## config.mk

```make
export PLATFORM = sky130hd
export DESIGN_NAME = acc_cpu_core
export DESIGN_NICKNAME = d
export VERILOG_FILES = /design/src/rtl/acc_cpu_pkg.sv /design/src/rtl/acc_cpu_decode.sv /design/src/rtl/acc_cpu_alu.sv /design/src/rtl/acc_cpu_mem.sv /design/src/rtl/acc_cpu_core.sv
export SDC_FILE = /design/constraint.sdc
export NUM_CORES = 2
export LEC_CHECK = 0
export ABC_AREA = 1
export BUFFER_PORTS_ARGS = -buffer_cell sky130_fd_sc_hd__clkbuf_2
export CAP_MARGIN = 0
export CELL_PAD_IN_SITES_DETAIL_PLACEMENT = 0
export CELL_PAD_IN_SITES_GLOBAL_PLACEMENT = 1
export CORE_MARGIN = 3
export CORE_UTILIZATION = 56
export CTS_CLUSTER_SIZE = 28
export DETAILED_ROUTE_END_ITERATION = 8
export HOLD_SLACK_MARGIN = 0.05
export PLACE_DENSITY = 0.88
export SETUP_SLACK_MARGIN = 0.15
export SYNTH_ARGS = -nofsm -noshare
export SYNTH_HDL_FRONTEND = slang
export SYNTH_SLANG_ARGS = --single-unit
```

## constraint.sdc

```tcl
create_clock -name clk -period 13 [get_ports clk]
set_clock_uncertainty 0.2 [all_clocks]
set_input_delay 0.65 -clock clk [delete_from_list [all_inputs] [get_ports clk]]
set_output_delay 0.65 -clock clk [all_outputs]
set_load 0.02 [all_outputs]
```

## src/rtl/acc_cpu_pkg.sv

```systemverilog
`timescale 1ns/1ps
package acc_cpu_pkg;

    localparam int WORD_W = 8;
    localparam int DEPTH  = 1 << WORD_W;

    localparam logic [7:0] OPC_LOAD   = 8'h20;
    localparam logic [7:0] OPC_STORE  = 8'h30;
    localparam logic [7:0] OPC_MOVE   = 8'h40;
    localparam logic [7:0] OPC_ADD    = 8'h50;
    localparam logic [7:0] OPC_AND    = 8'h60;
    localparam logic [7:0] OPC_TESTNZ = 8'h70;
    localparam logic [7:0] OPC_TESTZ  = 8'h71;
    localparam logic [7:0] OPC_JUMP   = 8'h80;
    localparam logic [7:0] OPC_JUMPZ  = 8'h90;
    localparam logic [7:0] OPC_LDSP   = 8'hC0;
    localparam logic [7:0] OPC_PUSH   = 8'hD0;
    localparam logic [7:0] OPC_POP    = 8'hE0;
    localparam logic [7:0] OPC_HALT   = 8'hF0;

    typedef enum logic [3:0] {
        K_NOP, K_LOAD, K_STORE, K_MOVE, K_ADD, K_AND, K_TESTNZ,
        K_TESTZ, K_JUMP, K_JUMPZ, K_LDSP, K_PUSH, K_POP, K_HALT
    } kind_e;

    typedef struct packed {
        kind_e kind;
        logic  two_byte;
    } dec_t;

    typedef enum logic [3:0] {
        ST_FADDR, ST_FREAD, ST_FLATCH, ST_DECODE,
        ST_OADDR, ST_OREAD, ST_OLATCH, ST_EXEC,
        ST_RDWAIT, ST_RDLATCH, ST_WBACK,
        ST_PUSHSET, ST_WRITE, ST_HALT
    } state_e;

    typedef struct packed {
        state_e              st;
        kind_e               kind;
        logic [WORD_W-1:0]   pc;
        logic [WORD_W-1:0]   mar;
        logic [WORD_W-1:0]   mdr;
        logic [WORD_W-1:0]   a;
        logic [WORD_W-1:0]   r;
        logic [WORD_W-1:0]   sp;
        logic                z;
    } cpu_regs_t;

endpackage

```

## src/rtl/acc_cpu_decode.sv

```systemverilog
`timescale 1ns/1ps
module acc_cpu_decode
    import acc_cpu_pkg::*;
(
    input  logic [7:0] opcode,
    output dec_t       dec
);
    always_comb begin
        dec.two_byte = 1'b0;
        unique case (opcode)
            OPC_LOAD:   begin dec.kind = K_LOAD;   dec.two_byte = 1'b1; end
            OPC_STORE:  begin dec.kind = K_STORE;  dec.two_byte = 1'b1; end
            OPC_MOVE:         dec.kind = K_MOVE;
            OPC_ADD:          dec.kind = K_ADD;
            OPC_AND:          dec.kind = K_AND;
            OPC_TESTNZ:       dec.kind = K_TESTNZ;
            OPC_TESTZ:        dec.kind = K_TESTZ;
            OPC_JUMP:   begin dec.kind = K_JUMP;   dec.two_byte = 1'b1; end
            OPC_JUMPZ:  begin dec.kind = K_JUMPZ;  dec.two_byte = 1'b1; end
            OPC_LDSP:   begin dec.kind = K_LDSP;   dec.two_byte = 1'b1; end
            OPC_PUSH:         dec.kind = K_PUSH;
            OPC_POP:          dec.kind = K_POP;
            OPC_HALT:         dec.kind = K_HALT;
            default:          dec.kind = K_NOP;
        endcase
    end
endmodule

```

## src/rtl/acc_cpu_alu.sv

```systemverilog
`timescale 1ns/1ps
module acc_cpu_alu
    import acc_cpu_pkg::*;
#(
    parameter int W = WORD_W
) (
    input  kind_e          kind,
    input  logic [W-1:0]   a,
    input  logic [W-1:0]   r,
    output logic [W-1:0]   y,
    output logic           nonzero
);
    // Only AND selects the logic path; every other kind gets the sum.
    always_comb begin
        if (kind == K_AND) y = a & r;
        else               y = a + r;
        nonzero = |a;
    end
endmodule

```

## src/rtl/acc_cpu_mem.sv

```systemverilog
`timescale 1ns/1ps
module acc_cpu_mem #(
    parameter int W     = 8,
    parameter int DEPTH = 256,
    localparam int AW   = $clog2(DEPTH)
) (
    input  logic          clk,
    input  logic          we,
    input  logic [AW-1:0] addr,
    input  logic [W-1:0]  wdata,
    output logic [W-1:0]  rdata
);
    logic [W-1:0] mem_q [DEPTH];
    logic [W-1:0] rdata_q;

    always_ff @(posedge clk) begin
        if (we) mem_q[addr] <= wdata;
        rdata_q <= mem_q[addr];
    end

    assign rdata = rdata_q;
endmodule

```

## src/rtl/acc_cpu_core.sv

```systemverilog
`timescale 1ns/1ps
module acc_cpu_core
    import acc_cpu_pkg::*;
(
    input  logic              clk,
    input  logic              rst_n,
    input  logic              run,
    output logic              halted,
    output logic [WORD_W-1:0] acc_out
);
    cpu_regs_t         q, d;
    dec_t              dec;
    logic [WORD_W-1:0] alu_y;
    logic              a_nonzero;
    logic [WORD_W-1:0] rdata;
    logic              mem_we;

    acc_cpu_decode u_dec (
        .opcode (q.mdr),
        .dec    (dec)
    );

    acc_cpu_alu #(.W(WORD_W)) u_alu (
        .kind    (q.kind),
        .a       (q.a),
        .r       (q.r),
        .y       (alu_y),
        .nonzero (a_nonzero)
    );

    acc_cpu_mem #(.W(WORD_W), .DEPTH(DEPTH)) u_mem (
        .clk   (clk),
        .we    (mem_we),
        .addr  (q.mar),
        .wdata (q.mdr),
        .rdata (rdata)
    );

    always_comb begin
        d      = q;
        mem_we = 1'b0;
        if (run) begin
            unique case (q.st)
                ST_FADDR:  begin d.mar = q.pc;           d.st = ST_FREAD;  end
                ST_FREAD:  begin d.pc  = q.pc + 1'b1;    d.st = ST_FLATCH; end
                ST_FLATCH: begin d.mdr = rdata;          d.st = ST_DECODE; end
                ST_DECODE: begin
                    d.kind = dec.kind;
                    d.st   = dec.two_byte ? ST_OADDR : ST_EXEC;
                end
                ST_OADDR:  begin d.mar = q.pc;           d.st = ST_OREAD;  end
                ST_OREAD:  begin d.pc  = q.pc + 1'b1;    d.st = ST_OLATCH; end
                ST_OLATCH: begin d.mdr = rdata;          d.st = ST_EXEC;   end
                ST_EXEC: begin
                    d.st = ST_FADDR;
                    unique case (q.kind)
                        K_LOAD:   begin d.mar = q.mdr; d.st = ST_RDWAIT; end
                        K_STORE:  begin d.mar = q.mdr; d.mdr = q.a; d.st = ST_WRITE; end
                        K_MOVE:   d.r  = q.a;
                        K_ADD:    d.a  = alu_y;
                        K_AND:    d.a  = alu_y;
                        K_TESTNZ: d.z  = ~a_nonzero;
                        K_TESTZ:  d.z  = a_nonzero;
                        K_JUMP:   d.pc = q.mdr;
                        K_JUMPZ:  if (q.z) d.pc = q.mdr;
                        K_LDSP:   d.sp = q.mdr;
                        K_PUSH:   begin d.sp = q.sp - 1'b1; d.st = ST_PUSHSET; end
                        K_POP:    begin d.mar = q.sp; d.st = ST_RDWAIT; end
                        K_HALT:   begin d.pc = '0; d.st = ST_HALT; end
                        default:  ;
                    endcase
                end
                ST_RDWAIT:  d.st = ST_RDLATCH;
                ST_RDLATCH: begin d.mdr = rdata; d.st = ST_WBACK; end
                ST_WBACK: begin
                    d.a = q.mdr;
                    if (q.kind == K_POP) d.sp = q.sp + 1'b1;
                    d.st = ST_FADDR;
                end
                ST_PUSHSET: begin d.mar = q.sp; d.mdr = q.a; d.st = ST_WRITE; end
                ST_WRITE:   begin mem_we = 1'b1; d.st = ST_FADDR; end
                ST_HALT:    d.st = ST_HALT;
                default:    d.st = ST_FADDR;
            endcase
        end
    end

    always_ff @(posedge clk or negedge rst_n) begin
        if (!rst_n) begin
            q.st   <= ST_FADDR;
            q.kind <= K_NOP;
            q.pc   <= '0;
            q.mar  <= '0;
            q.mdr  <= '0;
            q.a    <= '0;
            q.r    <= '0;
            q.sp   <= '0;
            q.z    <= 1'b0;
        end else begin
            q <= d;
        end
    end

    assign halted  = (q.st == ST_HALT);
    assign acc_out = q.a;
endmodule

```

==> summary.md <==
| Metric | Value |
|---|---|
| Status | completed |
| Max IR drop VDD | approximately 0.22 mV |
| CP Buf/Inv Count | 4 |
| RSZ-0062 raised after global routing | no |
| Share of cells above drive strength 1 | 0.05654 |
| Drt pass-1 iters | 8 |
| Relative slew margins | 0.09028 |
| Launch point of the worst path | q[34]$_DFFE_PN0P_ |
| FF+latch area | 63120 sq um |
| Sw frac | 0.3861 |
| Startpoint Class | flop |
| HPWL after DPL | ~140000 um |
| Post-route cell area | 94380 sq um |
| Crit path cell chain | buf_4, nand2_1, inv_8, buf_4, buf_4, nand2_1, nand2_1, o21ai_1, nand2_1, nor2_1, nor2_1, nor2_1, nand2_1, nor2_1, nand3_1 |
| Hold Crit Class | flop to flop |
| Drt wl/cell | 24.71 um |
| DP Area | 87620 sq um |
| Synthesized instance count | 7613 |
| Vias/cell | slightly below 6 |
| Final nets | 7546 |
| Largest stage delay on the critical path | a little over 0.9 ns |
| Cts bufs inserted | 205 |
| # setup viols final | 0 |
| Switch Pwr | between 0.008 and 0.009 W |
| Top-count cell post-synth | nand2_1 |
| Critical path endpoint category | flop |
| Synthesized flop and latch total | 2113 |
| Gp weighted congestion | around 0.90 |
| Sequential Power Share | 0.408 |
| Overflow after GRT | 0 |
| Synth async-reset ratio | 0.02698 |
| Clk Latency, worst-skew pair | 0.84 ns |
| Final Util | 0.6206 |
| Area Growth Syn to Fin | 9.981% |
| Clk pin slew, worst setup/hold paths | 0.06 ns |
| Vias in the first global route | 55210 |
| Syn Nets | 7628 |
| Total power draw | 0.02197 W |
| Routed wire length | about 240000 um |
| Post-CTS Resized | 0 |
| Antenna-violating nets left | 0 |
| TritonCTS clock tree | built |
| Final worst-path cycle share | 0.4438 |
| Die ar. | 158000 sq um |
| Netlist cell types | between 40 and 50 |
| Clk sink count | 2113 |
| Clk root buf | clkbuf_16 |
| Gate power share | 0.320 |
| P_int | 0.01349 W |
| Yosys warning total | 0 |
| Fmax | 0.1733 GHz |
| Multi-input gate area | 20670 sq um |
| H-tree depth | 4 |
| Crit-path leading delay family | buffers and inverters |
| CP max FO | 135 |
| Tightest Pin Transition | 1.360 ns |
| Top area cells in the synthesized netlist | edfxtp_1, nand2_1, nor2_1 |
| Most frequent cell on the critical path | nand2_1 |
| Max-cap violation count | 0 |
| Post-synth top area share | 0.7166 |
| Setup bufs post-CTS | 0 |
| CORE AREA | 152100 sq um |
| Setup TNS | 0 ns |
| Largest net degree at the start of global routing | 166 |
| Sequential fraction of the synthesis area | 0.7351 |
| Height of the die | roughly 400 um |
| WS Path Type | flop to flop |
| Initial DRC count | about 7800 |
| Final cell count without fillers | approximately 9700 |
| Clock Path Buffers | 3 |
| Ports | 12 |
| HP Start | q[11]$_DFFE_PN0P_ |
| Placed cells | 9352 |
| FILL cells | 11630 |
| Post-synth top cells | nand2_1, edfxtp_1, nor2_1, clkbuf_1, buf_2 |
| CP required | 13.57 ns |
| Global-route wire length before repair | between 300000 and 400000 um |
| CP arrival | 6.34 ns |
| R2R Path Start | q[34]$_DFFE_PN0P_ |
| # port buffers | 11 |
| Min cycle time layout | 5.770 ns |
| Site Rows | 143 |
| Final Hold Fails | 0 |
| Top_reg_cell synth | edfxtp_1 |
| Largest area contributor in the netlist | edfxtp_1 |
| Vias | about 58000 |
| Clock share of power | 0.272 |
| Syn_area_per_cell | 11.27 sq um |
| Remaining DRCs | 0 |
| Final slew viol count | 0 |
| Synth Cell Area | ~86000 sq um |
| Initial core utilization | 0.5643 |
| Die W | 397.5 um |
| Pwr dens | 232.8 nW/um^2 |
| Initial antenna violation count | 7 |
| Post-synth EDFFs | ~2000 |
| Hold_buf cts | 2 |
| GRT Resource Usage Total | 0.3030 |
| P_leak | 34.95 nW |
| Slowest CP cell | dfrtp_4 |
[placed cells by master (no fill, tap or decap), types with 3 or more instances in the layout]
cell / netlist / layout
o21ai_0: 112 / 112
edfxtp_1: 2048 / 2048
clkinv_8: 0 / 5
clkbuf_2: 0 / 11
ha_1: 11 / 11
inv_1: 97 / 97
inv_8: 0 / 4
clkinv_1: 10 / 60
buf_12: 0 / 9
nand3_1: 169 / 168
inv_6: 0 / 5
diode_2: 0 / 7
nor2_1: 519 / 512
clkinv_2: 1 / 34
nor2_2: 4 / 5
o221ai_1: 8 / 8
o22ai_1: 9 / 9
nor2_4: 0 / 6
dfxtp_1: 8 / 8
nor3_1: 11 / 10
dfrtp_1: 57 / 47
xor2_1: 9 / 9
a31oi_1: 6 / 6
nand2_1: 3600 / 3589
clkbuf_16: 0 / 208
dfrtp_4: 0 / 10
o21ai_1: 122 / 122
buf_4: 10 / 79
nand2_2: 2 / 13
a211oi_1: 5 / 5
nand4_1: 156 / 156
a22oi_1: 108 / 108
a21oi_1: 129 / 129
clkbuf_1: 181 / 49
clkinvlp_4: 0 / 6
clkinv_4: 0 / 3
bufinv_16: 0 / 24
[registers in the layout, summed over array words and instances (netlist names)]
signal,cells
u_mem.mem_q,2048
acc_out,8
u_mem.rdata,8
q,49
[worst paths after layout]
| check | slack (ns) | depth (start not counted) | endpoint |
|---|---|---|---|
| max | 7.23 | 15 | u_mem.rdata[1]$_DFF_P_ |
| max reg2reg | 7.23 | 15 | u_mem.rdata[1]$_DFF_P_ |
| min | 0.29 | 2 | q[11]$_DFFE_PN0P_ |
| min in group asynchronous | 0.31 | 3 | q[56]$_DFFE_PN0P_ |
| max in group asynchronous | 11.68 | 3 | q[34]$_DFFE_PN0P_ |
| min reg2reg | 0.29 | 2 | q[11]$_DFFE_PN0P_ |
[per-layer routing]
layer / routed length, um / vias up / track usage
met5: 26 / - / 0
met4: 9274 / 4 / 0.1219
met3: 28460 / 522 / 0.06955
met2: 111300 / 3515 / 0.4684
met1: 91860 / 28050 / 0.4198
li1: - / 25740 / -
[worst min-delay path, cell delays in order (launching register included)]
cell and delay, ns:
dfrtp_1 0.35, nand2_1 0.05, o21ai_0 0.06
[cell type report]
class	instances	share of cell area
antenna	7	0.0001856
clock buffer	258	0.05724
clock inverter	130	0.01404
inverter	113	0.004799
multi-input combinational	4997	0.2190
sequential	2113	0.6688
tap	2030	0.02691
timing repair buffer	101	0.008988
[power by group through the flow]
stage	registers [W]	clock network, W	logic [W]
finish	0.00896	0.00598	0.00702
global route	0.00898	0.00628	0.00756
CTS	0.00895	0.00601	0.00689
detailed placement	0.00910	0	0.00685
global placement	0.00908	0	0.00678
floorplan	0.00941	0	0.00381
[through the flow]
step	hold WS (ns)	worst slack (ns)
floorplan	0.1544	7.718
global placement	0.2738	7.435
detailed placement	0.2836	7.407
CTS	0.2996	7.349
global route	0.3220	7.105
finish	0.2926	7.231
[kinds of logic after synthesis]
kind of cell / Yosys count / synth area share
fa+ha+maj: 12 / 0.001837
flops: 2113 / 0.7351
simple gates: 4466 / 0.2031
compound gates: 508 / 0.03384
buf+inv: 503 / 0.02497
xor+xnor: 11 / 0.001123
Note: power is estimated with default switching activity, not from simulation.
